[src/rtl/gpio_port_pkg.sv]
package gpio_port_pkg;
   localparam int unsigned DEF_WIDTH       = 8;
   localparam int unsigned DEF_ADDR_W      = 2;
   localparam int unsigned DEF_SYNC_STAGES = 2;
   // Default address map
   localparam int unsigned DEF_ADDR_DIR    = 0;   // write: direction, read: neighbour pins
   localparam int unsigned DEF_ADDR_OUT    = 1;   // output latch, read/write
   localparam int unsigned DEF_ADDR_PIN    = 2;   // own pins, read-only

   typedef enum logic [1:0] {
      RSEL_NONE = 2'd0,
      RSEL_NBR  = 2'd1,
      RSEL_OUT  = 2'd2,
      RSEL_PIN  = 2'd3
   } rd_sel_e;
endpackage

[src/rtl/gpio_sync_chain.sv]
module gpio_sync_chain #(
   parameter int unsigned WIDTH  = 8,
   parameter int unsigned STAGES = 2
) (
   input  logic             clk,
   input  logic             rst_n,
   input  logic [WIDTH-1:0] async_in,
   output logic [WIDTH-1:0] sync_out
);
   logic [WIDTH-1:0] stage_q [STAGES];

   always_ff @(posedge clk or negedge rst_n) begin
      if (!rst_n) begin
         for (int s = 0; s < STAGES; s++) stage_q[s] <= '0;
      end else begin
         stage_q[0] <= async_in;
         for (int s = 1; s < STAGES; s++) stage_q[s] <= stage_q[s-1];
      end
   end

   assign sync_out = stage_q[STAGES-1];
endmodule

[src/rtl/gpio_ctrl_regs.sv]
module gpio_ctrl_regs #(
   parameter int unsigned WIDTH    = 8,
   parameter int unsigned ADDR_W   = 2,
   parameter int unsigned ADDR_DIR = 0,
   parameter int unsigned ADDR_OUT = 1
) (
   input  logic              clk,
   input  logic              rst_n,
   input  logic [ADDR_W-1:0] wr_addr,
   input  logic              wr_en,
   input  logic [WIDTH-1:0]  wr_data,
   output logic [WIDTH-1:0]  dir_q,
   output logic [WIDTH-1:0]  out_q
);
   localparam logic [ADDR_W-1:0] A_DIR = ADDR_W'(ADDR_DIR);
   localparam logic [ADDR_W-1:0] A_OUT = ADDR_W'(ADDR_OUT);

   logic hit_dir, hit_out;
   assign hit_dir = wr_en && (wr_addr == A_DIR);
   assign hit_out = wr_en && (wr_addr == A_OUT);

   always_ff @(posedge clk or negedge rst_n) begin
      if (!rst_n) begin
         dir_q <= '0;
         out_q <= '0;
      end else begin
         if (hit_dir) dir_q <= wr_data;
         if (hit_out) out_q <= wr_data;
      end
   end
endmodule

[src/rtl/gpio_rd_mux.sv]
module gpio_rd_mux
   import gpio_port_pkg::*;
#(
   parameter int unsigned WIDTH    = 8,
   parameter int unsigned ADDR_W   = 2,
   parameter int unsigned ADDR_DIR = 0,
   parameter int unsigned ADDR_OUT = 1,
   parameter int unsigned ADDR_PIN = 2
) (
   input  logic [ADDR_W-1:0] rd_addr,
   input  logic [WIDTH-1:0]  nbr_sync,
   input  logic [WIDTH-1:0]  out_q,
   input  logic [WIDTH-1:0]  pin_sync,
   output logic [WIDTH-1:0]  rd_data
);
   rd_sel_e sel;

   always_comb begin
      if (rd_addr == ADDR_W'(ADDR_DIR))      sel = RSEL_NBR;
      else if (rd_addr == ADDR_W'(ADDR_OUT)) sel = RSEL_OUT;
      else if (rd_addr == ADDR_W'(ADDR_PIN)) sel = RSEL_PIN;
      else                                   sel = RSEL_NONE;
   end

   always_comb begin
      unique case (sel)
         RSEL_NBR: rd_data = nbr_sync;
         RSEL_OUT: rd_data = out_q;
         RSEL_PIN: rd_data = pin_sync;
         default:  rd_data = '0;
      endcase
   end
endmodule

[src/rtl/gpio_port_regs.sv]
module gpio_port_regs
   import gpio_port_pkg::*;
#(
   parameter int unsigned WIDTH       = DEF_WIDTH,
   parameter int unsigned ADDR_W      = DEF_ADDR_W,
   parameter int unsigned SYNC_STAGES = DEF_SYNC_STAGES,
   parameter int unsigned ADDR_DIR    = DEF_ADDR_DIR,
   parameter int unsigned ADDR_OUT    = DEF_ADDR_OUT,
   parameter int unsigned ADDR_PIN    = DEF_ADDR_PIN
) (
   input  logic              clk,
   input  logic              rst_n,
   input  logic [ADDR_W-1:0] reg_addr,
   input  logic              reg_wr_en,
   input  logic [WIDTH-1:0]  reg_wr_data,
   output logic [WIDTH-1:0]  reg_rd_data,
   output logic [WIDTH-1:0]  pad_out,
   output logic [WIDTH-1:0]  pad_oe,
   input  logic [WIDTH-1:0]  pad_in,
   input  logic [WIDTH-1:0]  nbr_pad_in
);
   localparam int unsigned ADDR_SPAN = 1 << ADDR_W;

   // Elaboration-time parameter checks
   if (WIDTH < 1)
      $error("gpio_port_regs: WIDTH must be at least 1");
   if (SYNC_STAGES < 2 || SYNC_STAGES > 4)
      $error("gpio_port_regs: SYNC_STAGES must be 2..4");
   if (ADDR_DIR >= ADDR_SPAN || ADDR_OUT >= ADDR_SPAN || ADDR_PIN >= ADDR_SPAN)
      $error("gpio_port_regs: register address outside ADDR_W range");
   if (ADDR_DIR == ADDR_OUT || ADDR_DIR == ADDR_PIN || ADDR_OUT == ADDR_PIN)
      $error("gpio_port_regs: register addresses must be distinct");

   logic [WIDTH-1:0] dir_q, out_q, pin_sync, nbr_sync;

   gpio_ctrl_regs #(
      .WIDTH(WIDTH), .ADDR_W(ADDR_W), .ADDR_DIR(ADDR_DIR), .ADDR_OUT(ADDR_OUT)
   ) u_ctrl (
      .clk(clk), .rst_n(rst_n), .wr_addr(reg_addr), .wr_en(reg_wr_en),
      .wr_data(reg_wr_data), .dir_q(dir_q), .out_q(out_q)
   );

   gpio_sync_chain #(.WIDTH(WIDTH), .STAGES(SYNC_STAGES)) u_sync_own (
      .clk(clk), .rst_n(rst_n), .async_in(pad_in), .sync_out(pin_sync)
   );

   gpio_sync_chain #(.WIDTH(WIDTH), .STAGES(SYNC_STAGES)) u_sync_nbr (
      .clk(clk), .rst_n(rst_n), .async_in(nbr_pad_in), .sync_out(nbr_sync)
   );

   gpio_rd_mux #(
      .WIDTH(WIDTH), .ADDR_W(ADDR_W), .ADDR_DIR(ADDR_DIR),
      .ADDR_OUT(ADDR_OUT), .ADDR_PIN(ADDR_PIN)
   ) u_rd (
      .rd_addr(reg_addr), .nbr_sync(nbr_sync), .out_q(out_q),
      .pin_sync(pin_sync), .rd_data(reg_rd_data)
   );

   assign pad_oe  = dir_q;
   assign pad_out = out_q;
endmodule

[config.mk]
export PLATFORM = sky130hd
export DESIGN_NAME = gpio_port_regs
export DESIGN_NICKNAME = d
export VERILOG_FILES = /design/src/rtl/gpio_port_pkg.sv /design/src/rtl/gpio_sync_chain.sv /design/src/rtl/gpio_ctrl_regs.sv /design/src/rtl/gpio_rd_mux.sv /design/src/rtl/gpio_port_regs.sv
export SDC_FILE = /design/constraint.sdc
export NUM_CORES = 1
export LEC_CHECK = 0
export CAP_MARGIN = 20
export CORE_UTILIZATION = 40
export CTS_BUF_LIST = sky130_fd_sc_hd__clkbuf_16
export CTS_CLUSTER_DIAMETER = 200
export DETAILED_ROUTE_END_ITERATION = 12
export PLACE_DENSITY_LB_ADDON = 0.25
export SLEW_MARGIN = 25
export SYNTH_ARGS = -nofsm -noshare
export SYNTH_HDL_FRONTEND = slang
export SYNTH_SLANG_ARGS = --single-unit
[constraint.sdc]
create_clock -name clk -period 2.2 [get_ports clk]
set_clock_uncertainty 0.2 [all_clocks]
set_input_delay 0.55 -clock clk [delete_from_list [all_inputs] [get_ports clk]]
set_output_delay 0.55 -clock clk [all_outputs]
set_load 0.01 [all_outputs]
* Word level (Yosys, flattened, before mapping)
Cells that the tools add are included.
** Cells by class
- Mux-type cells :: 4
- Reduce and logical (&&, ||, !) cells :: 3
- Equal/unequal tests :: 5
** Operator list (number)
- 8-bit case mux with 3 select lines :: 1
- 2-bit equality test (second input constant) :: 3
- 2-bit two-way mux :: 3
- 2-bit by 1-bit equality test with 1-bit output (second input constant) :: 2
- 1-bit logical AND :: 2
- 2-bit logical NOT :: 1
** Storage, ports and cells
- Flip-flop bits (word level) :: 48
- Input port bits :: 29
- Logic and storage cells :: 18

* Depth between registers and ports, before layout
Gate-level depths: netlist of the first run.
- Word-level depth :: 6
- Depth in mapped cells :: 4
- Depth with buffers taken out :: 2

* Modules after synthesis
From an unflattened synthesis of the first run, not the netlist that was laid out.
** Second synthesis, totals
- Cells, all modules :: 102
- Area total of the unflattened synthesis :: 1729.2 um^2
** By module, submodules not included
- gpio_sync_chain :: seq. area each 400.4 um^2, area each 460.4 um^2, cells an instance 24, times used 2
- gpio_ctrl_regs :: seq. area each 400.4 um^2, area each 610.6 um^2, cells an instance 34, times used 1
- gpio_rd_mux :: seq. area each 0.0 um^2, area each 197.7 um^2, cells an instance 20, times used 1

* Least setup slack after synthesis of the first run
Ideal clock, no wire load.
- Kind :: input -> output
- Start point :: input reg_addr[1]
- End point :: output reg_rd_data[0]
- Path slack :: 0.288 ns
- Cell stages on the path :: 4
- Required time :: 1.450 ns
- Arrival time :: 1.162 ns
- Cells stage by stage :: buf_2 -> nor2b_1 -> buf_2 -> o2bb2ai_1
** On the way
- Longest elaborated chain between the ends :: 6
- Elaborated cells between the ends (all ways) :: 10
- Classes of those cells :: 5 x eq/ne; 4 x mux; 1 x reduce/logical
** Ends and longest elaborated chain
- start, declared :: line gpio_port_regs.sv:13 : input logic [ADDR_W-1:0] reg_addr,
- 2-bit equality test :: line gpio_rd_mux.sv:21 : else if (rd_addr == ADDR_W'(ADDR_PIN)) sel = RSEL_PIN;
- 2-bit two-way mux :: line gpio_rd_mux.sv:21
- 2-bit two-way mux :: line gpio_rd_mux.sv:20 : else if (rd_addr == ADDR_W'(ADDR_OUT)) sel = RSEL_OUT;
- 2-bit two-way mux (*) :: line gpio_rd_mux.sv:19 : if (rd_addr == ADDR_W'(ADDR_DIR)) sel = RSEL_NBR;
- 2-bit equality test / 2-bit by 1-bit equality test with 1-bit output (equally long branches) :: line gpio_rd_mux.sv:26 : unique case (sel)
- 8-bit case mux with 3 select lines (*) :: line gpio_rd_mux.sv:26
- end, declared :: line gpio_port_regs.sv:16 : output logic [WIDTH-1:0] reg_rd_data,
Every way passes the cells marked *; elsewhere a longest branch is shown, timed or not.

* Worst setup path after layout of the first run
Ends and elaborated chain as after synthesis.

==> reports/qor.yml, run 1 <==
use_met1_pct: 19.4
cp.required_ns: 1.45
power.density_mw_per_mm2: 900
hold_viol: 0
syn_avg_cell_area_um2: 18.6
combPwrFrac_pct: 17.3
clkSlewWorstSetupHoldPaths_ns: 0.06
antenna_cells: 0
swShare_pct: 22.2
coreArea_mm2: 0.00374
worst_slew_pin_slew_ns: 0.512
drv_cap: 0
hold_class: "in -> async"
place_area_mm2: 0.00224
synth_mux_area_share_pct: 16.3
synth-seq-cells: 48
drive_above_1_share_pct: 36.7
fin_crit_sh_pct: 95.6
critPathSlowestCell: "dlygate4sd2_1"
num-fill-cells: 277
crit_path_end_kind: "primary output"
multi_input_area_um2: 499
drt_pass1_iterations: 4
critical-path-top-delay-family: "buffers and inverters"
ir_drop_mv: 0.688
fin_ws_ns: 0.0979
maxSlewHeadroom_pct: 65.9
rsz0062_at_grt: "false"
worstSetupPathType: "in -> out"
dpl.cell_count: 190
max_stage_delay_ns: 0.22
start_util_pct: 42.7
antenna_found_initial: 0
hpwl_um: 1960
io_pins: 53
path_cells: "dlygate4sd2_1, nor2b_4, buf_8, o2bb2ai_2, buf_2"
internal_power_w: 0.00175
gr-usage-all-layers_pct: 16.8
path_buf_inv: 3
cp_data_arrival_time_ns: 1.35
final_area_mm2: 0.00249
cts_buffers: 5
synth-compound-area-share_pct: 4.39
seqPwrFrac_pct: 45.7
whs_ns: 0.0322
power.switching_w: 0.000499
synth-xor-area-share_pct: 0
syn_nets: 115
die-area_mm2: 0.00425
grt_pass1_wl_um: 4960
use_met3_pct: 6.08
grt.overflow.total: 0
cts_setup_buffers: 0
area_delta_synth_final_pct: 56.1
leakagePower_nw: 1.07
setup_viol: 0
layout_min_cycle_time_ns: 2.10
wirelength_um: 2970
synth_simple_gate_area_share_pct: 2.82
ys_types: 9
slew_violations: 0
vias_per_cell: 4.64
hold_buffers: 0
first_global_vias: 992
die_h_um: 65.2
use_met2_pct: 27.1
power_w: 0.00224
ant_nets: 0
yosysSeqAreaShare_pct: 75.2
yosys_warnings: 0
cts-root-buf: "clkbuf_16"
fmax_ghz: 0.476
rows: 22
nets: 178
cts_tree: "done"
grt_start_max_net_pins: 28
cp-start-kind: "input port"
clockBufferDepth: 2
synth_fa_ha_area_share_pct: 0
h-tree-depth: 2
place_congestion: 0.671
drc: 0
num_vias: 918
synth_area_mm2: 0.00160
regArea_mm2: 0.00120
synth_top_family_by_area: "multiplexers"
numPortBuffers: 52
outcome: "completed"
grt-busiest-layer: "met2"
place_ws_ns: -0.644
cts_sinks: 48
stdcell_count: 198
drt_iter0_drc: 16
worstPathMaxFanout: 8
insertion_delay_ns: 0.28
routedWlPerCell_um: 15.0
synthCells: 86
p_clk_share_pct: 36.9
die_w_um: 65.2
-- flip-flops by register name, indices dropped and copies added, names as in the netlist --
name,flops
u_ctrl.dir_q,8
u_ctrl.out_q,8
u_sync_nbr.stage_q,8
u_sync_nbr.sync_out,8
u_sync_own.stage_q,8
u_sync_own.sync_out,8
-- power by group through the flow --
stage          registers, W  logic, W  clock network, W
2_1_floorplan       0.00105  0.000103                 0
3_3_place_gp        0.00103  0.000366                 0
3_5_place_dp        0.00103  0.000372                 0
4_1_cts             0.00102  0.000383          0.000853
5_1_grt             0.00104  0.000414          0.000890
6_report            0.00103  0.000389          0.000829
-- per-stage QoR --
step / utilization [%] / TNS (ns)
finish: 66.6 / 0
global route: 66.6 / 0
CTS: 65.9 / 0
detailed placement: 59.9 / -5.36
global placement: 59.9 / -5.03
floorplan: - / 0
-- layout by cell type (no fill, tap or decap), drive strengths merged --
| cell | instances |
|---|---|
| bufinv | 1 |
| nand3b | 1 |
| clkbuf | 5 |
| mux2i | 8 |
| clkdlybuf4s50 | 41 |
| buf | 17 |
| dlygate4sd2 | 1 |
| o2bb2ai | 8 |
| nor3b | 1 |
| clkinv | 2 |
| mux2 | 16 |
| nor2b | 1 |
| dfrtp | 48 |
-- cells by family (layout without fill, tap and decap cells) --
family                 after synthesis  in the layout
buffers and inverters                3             67
multiplexers                        24             24
flip-flops                          48             48
AND/OR/NAND/NOR                      3              3
AO/OA/AOI/OAI                        8              8
-- cell usage after synthesis, drive strengths merged --
| master | count | area, um^2 |
|---|---|---|
| buf | 3 | 21.3 |
| nor2b | 1 | 6.26 |
| mux2 | 16 | 180 |
| dfrtp | 48 | 1200 |
| nor3b | 1 | 18.8 |
| mux2i | 8 | 80.1 |
| o2bb2ai | 8 | 70.1 |
| nand3b | 1 | 20.0 |
-- cell type report --
class / instances / area share (%)
Clock buffer: 5 / 5.02
Clock inverter: 3 / 1.71
Tap cell: 48 / 2.41
Multi-Input combinational cell: 35 / 20.0
Sequential cell: 48 / 48.1
Timing Repair Buffer: 59 / 22.7
-- routing by layer --
metal  up-vias  routed length [um]  part of all wire (%)
met3         6                 166                   5.6
met1       455                1160                    39
met5         -                   0                     0
met4         0                  83                   2.8
met2        30                1550                    52
li1        427                   -                     -
-- timing repair --
| action | in CTS | in global routing |
|---|---|---|
| pin swaps | 0 | 0 |
| gates resized for setup | 52 | 6 |
| endpoints found under the setup margin | 8 | 5 |
-- worst paths after layout --
check	from	endpoint	slack (ns)	cells after the start
hold reg to reg	u_sync_nbr.stage_q[15]$_DFF_PN0_	u_sync_nbr.sync_out[7]$_DFF_PN0_	0.14	0
setup reg to reg	u_ctrl.out_q[0]$_DFFE_PN0P_	u_ctrl.out_q[0]$_DFFE_PN0P_	1.17	1
setup / recovery	reg_addr[1]	reg_rd_data[0]	0.1	5
hold / removal	rst_n	u_sync_nbr.sync_out[0]$_DFF_PN0_	0.03	1
max in group asynchronous	rst_n	u_sync_nbr.sync_out[3]$_DFF_PN0_	1.25	2
min in group clk	u_sync_nbr.stage_q[15]$_DFF_PN0_	u_sync_nbr.sync_out[7]$_DFF_PN0_	0.14	0
Power figures use the tool's default switching activity.
==> inputs of run 2 (changes only) <==
--- a/config.mk
+++ b/config.mk
@@ -12,3 +12,3 @@
 export DETAILED_ROUTE_END_ITERATION = 12
-export PLACE_DENSITY_LB_ADDON = 0.25
+export PLACE_DENSITY = 0.74
 export SLEW_MARGIN = 25
==> constraint.sdc (replaced) <==
create_clock -name clk -period 2.2 [get_ports clk]
set_clock_uncertainty 0.2 [all_clocks]
set_input_delay 0.33 -clock clk [delete_from_list [all_inputs] [get_ports clk]]
set_output_delay 0.33 -clock clk [all_outputs]
set_load 0.01 [all_outputs]
==> reports/qor.yml, run 2 (synthesized netlist as in run 1, its figures left out) <==
outcome: "completed"
leakagePower_nw: 1.04
power.density_mw_per_mm2: 884
coreArea_mm2: 0.00374
wirelength_um: 2670
setup_viol: 0
worstPathMaxFanout: 9
cp_data_arrival_time_ns: 1.62
die-area_mm2: 0.00425
die_h_um: 65.2
cp-start-kind: "input port"
hold_viol: 0
clkSlewWorstSetupHoldPaths_ns: 0.06
drt_iter0_drc: 47
area_delta_synth_final_pct: 48.2
timing.rr.end: "u_ctrl.out_q[1]$_DFFE_PN0P_"
routedWlPerCell_um: 13.5
die_w_um: 65.2
drc: 0
cp.required_ns: 1.67
fmax_ghz: 0.465
grt.overflow.total: 0
insertion_delay_ns: 0.28
gr-usage-all-layers_pct: 14.8
fin_tns_setup_ns: 0
drive_above_1_share_pct: 22.0
slew_violations: 0
hold_start: "u_sync_nbr.stage_q[15]$_DFF_PN0_"
hpwl_um: 1930
cts-root-buf: "clkbuf_16"
numPortBuffers: 52
hold_end: "u_sync_nbr.sync_out[7]$_DFF_PN0_"
layout_min_cycle_time_ns: 2.15
worst_r2r_startpoint: "u_ctrl.out_q[1]$_DFFE_PN0P_"
final_area_mm2: 0.00237
io_pins: 53
clockBufferDepth: 2
cts_tree: "done"
cts_buffers: 5
hold_class: "reg -> reg"
place_area_mm2: 0.00222
startpoint: "reg_addr[0]"
vias_per_cell: 4.59
crit_path_end_kind: "primary output"
worst_slew_pin_slew_ns: 0.567
layout_commonest_cell: "dfrtp_1"
h-tree-depth: 2
grt_start_max_net_pins: 49
first_global_vias: 941
cts_sinks: 48
worstSetupPathType: "in -> out"
rows: 22
holdPathStages: 0
fin_crit_sh_pct: 97.6
start_util_pct: 42.7
nets: 178
antenna_cells: 0
rr_worst_depth: 1
r2r_slack_ns: 1.20
drt_pass1_iterations: 2
place_congestion: 0.689
drv_cap: 0
antenna_found_initial: 0
grt_pass1_wl_um: 4520
ir_drop_mv: 0.720
maxSlewHeadroom_pct: 62.2
ant_nets: 0
layout_common_cells: "dfrtp_1, clkdlybuf4s50_1, mux2_2"
num_vias: 908
rsz0062_at_grt: "false"
run 2: cell types whose count changed in the layout (fill, tap and decap cells not counted), moves of 2 or more:
cell,change
o2bb2ai_1,+8
o2bb2ai_2,-6
o2bb2ai_4,-2
clkdlybuf4s50_1,+2
buf_2,-9
mux2i_4,-3
dlygate4sd2_1,+7
mux2i_1,+4
run 2: timing repair:
action                                  4_1_cts  5_1_grt
resized for setup                             8        0
hold endpoints to repair                     48        0
buffers inserted                              0        0
endpoints found under the setup margin        8        0
hold buffers                                  1        0
run 2: final cells by class:
class | count | area [um^2]
clock buffer | 5 | 125
clock inverter | 3 | 21.3
fill | 302 | 1380
multi-input combinational | 35 | 375
sequential | 48 | 1200
tap | 48 | 60.1
timing repair buffer | 59 | 586
run 2: power breakdown:
| group | total (W) | switching (W) | internal (W) |
|---|---|---|---|
| Sequential | 0.00102 | 0.0000478 | 0.000968 |
| Clock | 0.000724 | 0.000302 | 0.000422 |
| Combinational | 0.000354 | 0.000129 | 0.000225 |
| Total | 0.00209 | 0.000478 | 0.00162 |
run 2: metal layers:
metal	up-vias	track usage [%]	routed length, um
met4	0	4.89	29
met3	3	6.42	170
met5	-	0	0
li1	429	-	-
met1	442	18.0	1130
met2	34	23.6	1340
run 2: worst max path at each step:
stage / endpoint / slack, ns / depth (start not counted)
2_1_floorplan: reg_rd_data[0] / 0.73 / 4
3_3_place_gp: reg_rd_data[6] / -0.17 / 5
3_5_place_dp: reg_rd_data[5] / -0.18 / 5
4_1_cts: reg_rd_data[6] / 0.04 / 5
5_1_grt: reg_rd_data[6] / 0.003 / 5
6_report: reg_rd_data[6] / 0.05 / 5
run 2: critical path, stage by stage:
cell,delay [ns]
clkdlybuf4s50_1,0.54
buf_12,0.15
mux2i_1,0.20
o2bb2ai_1,0.10
dlygate4sd2_1,0.29
run 2: stage by stage:
step	setup WS [ns]	total power (W)	instances	hold WS [ns]	util, %
6_report	0.0518	0.00209	198	0.147	63.3
5_1_grt	0.00300	0.00220	198	0.155	63.3
4_1_cts	0.0394	0.00213	198	0.150	63.3
3_5_place_dp	-0.177	0.00140	189	0.136	59.4
3_3_place_gp	-0.165	0.00139	189	0.132	59.4
2_1_floorplan	0.728	0.00115	86	-0.166	-
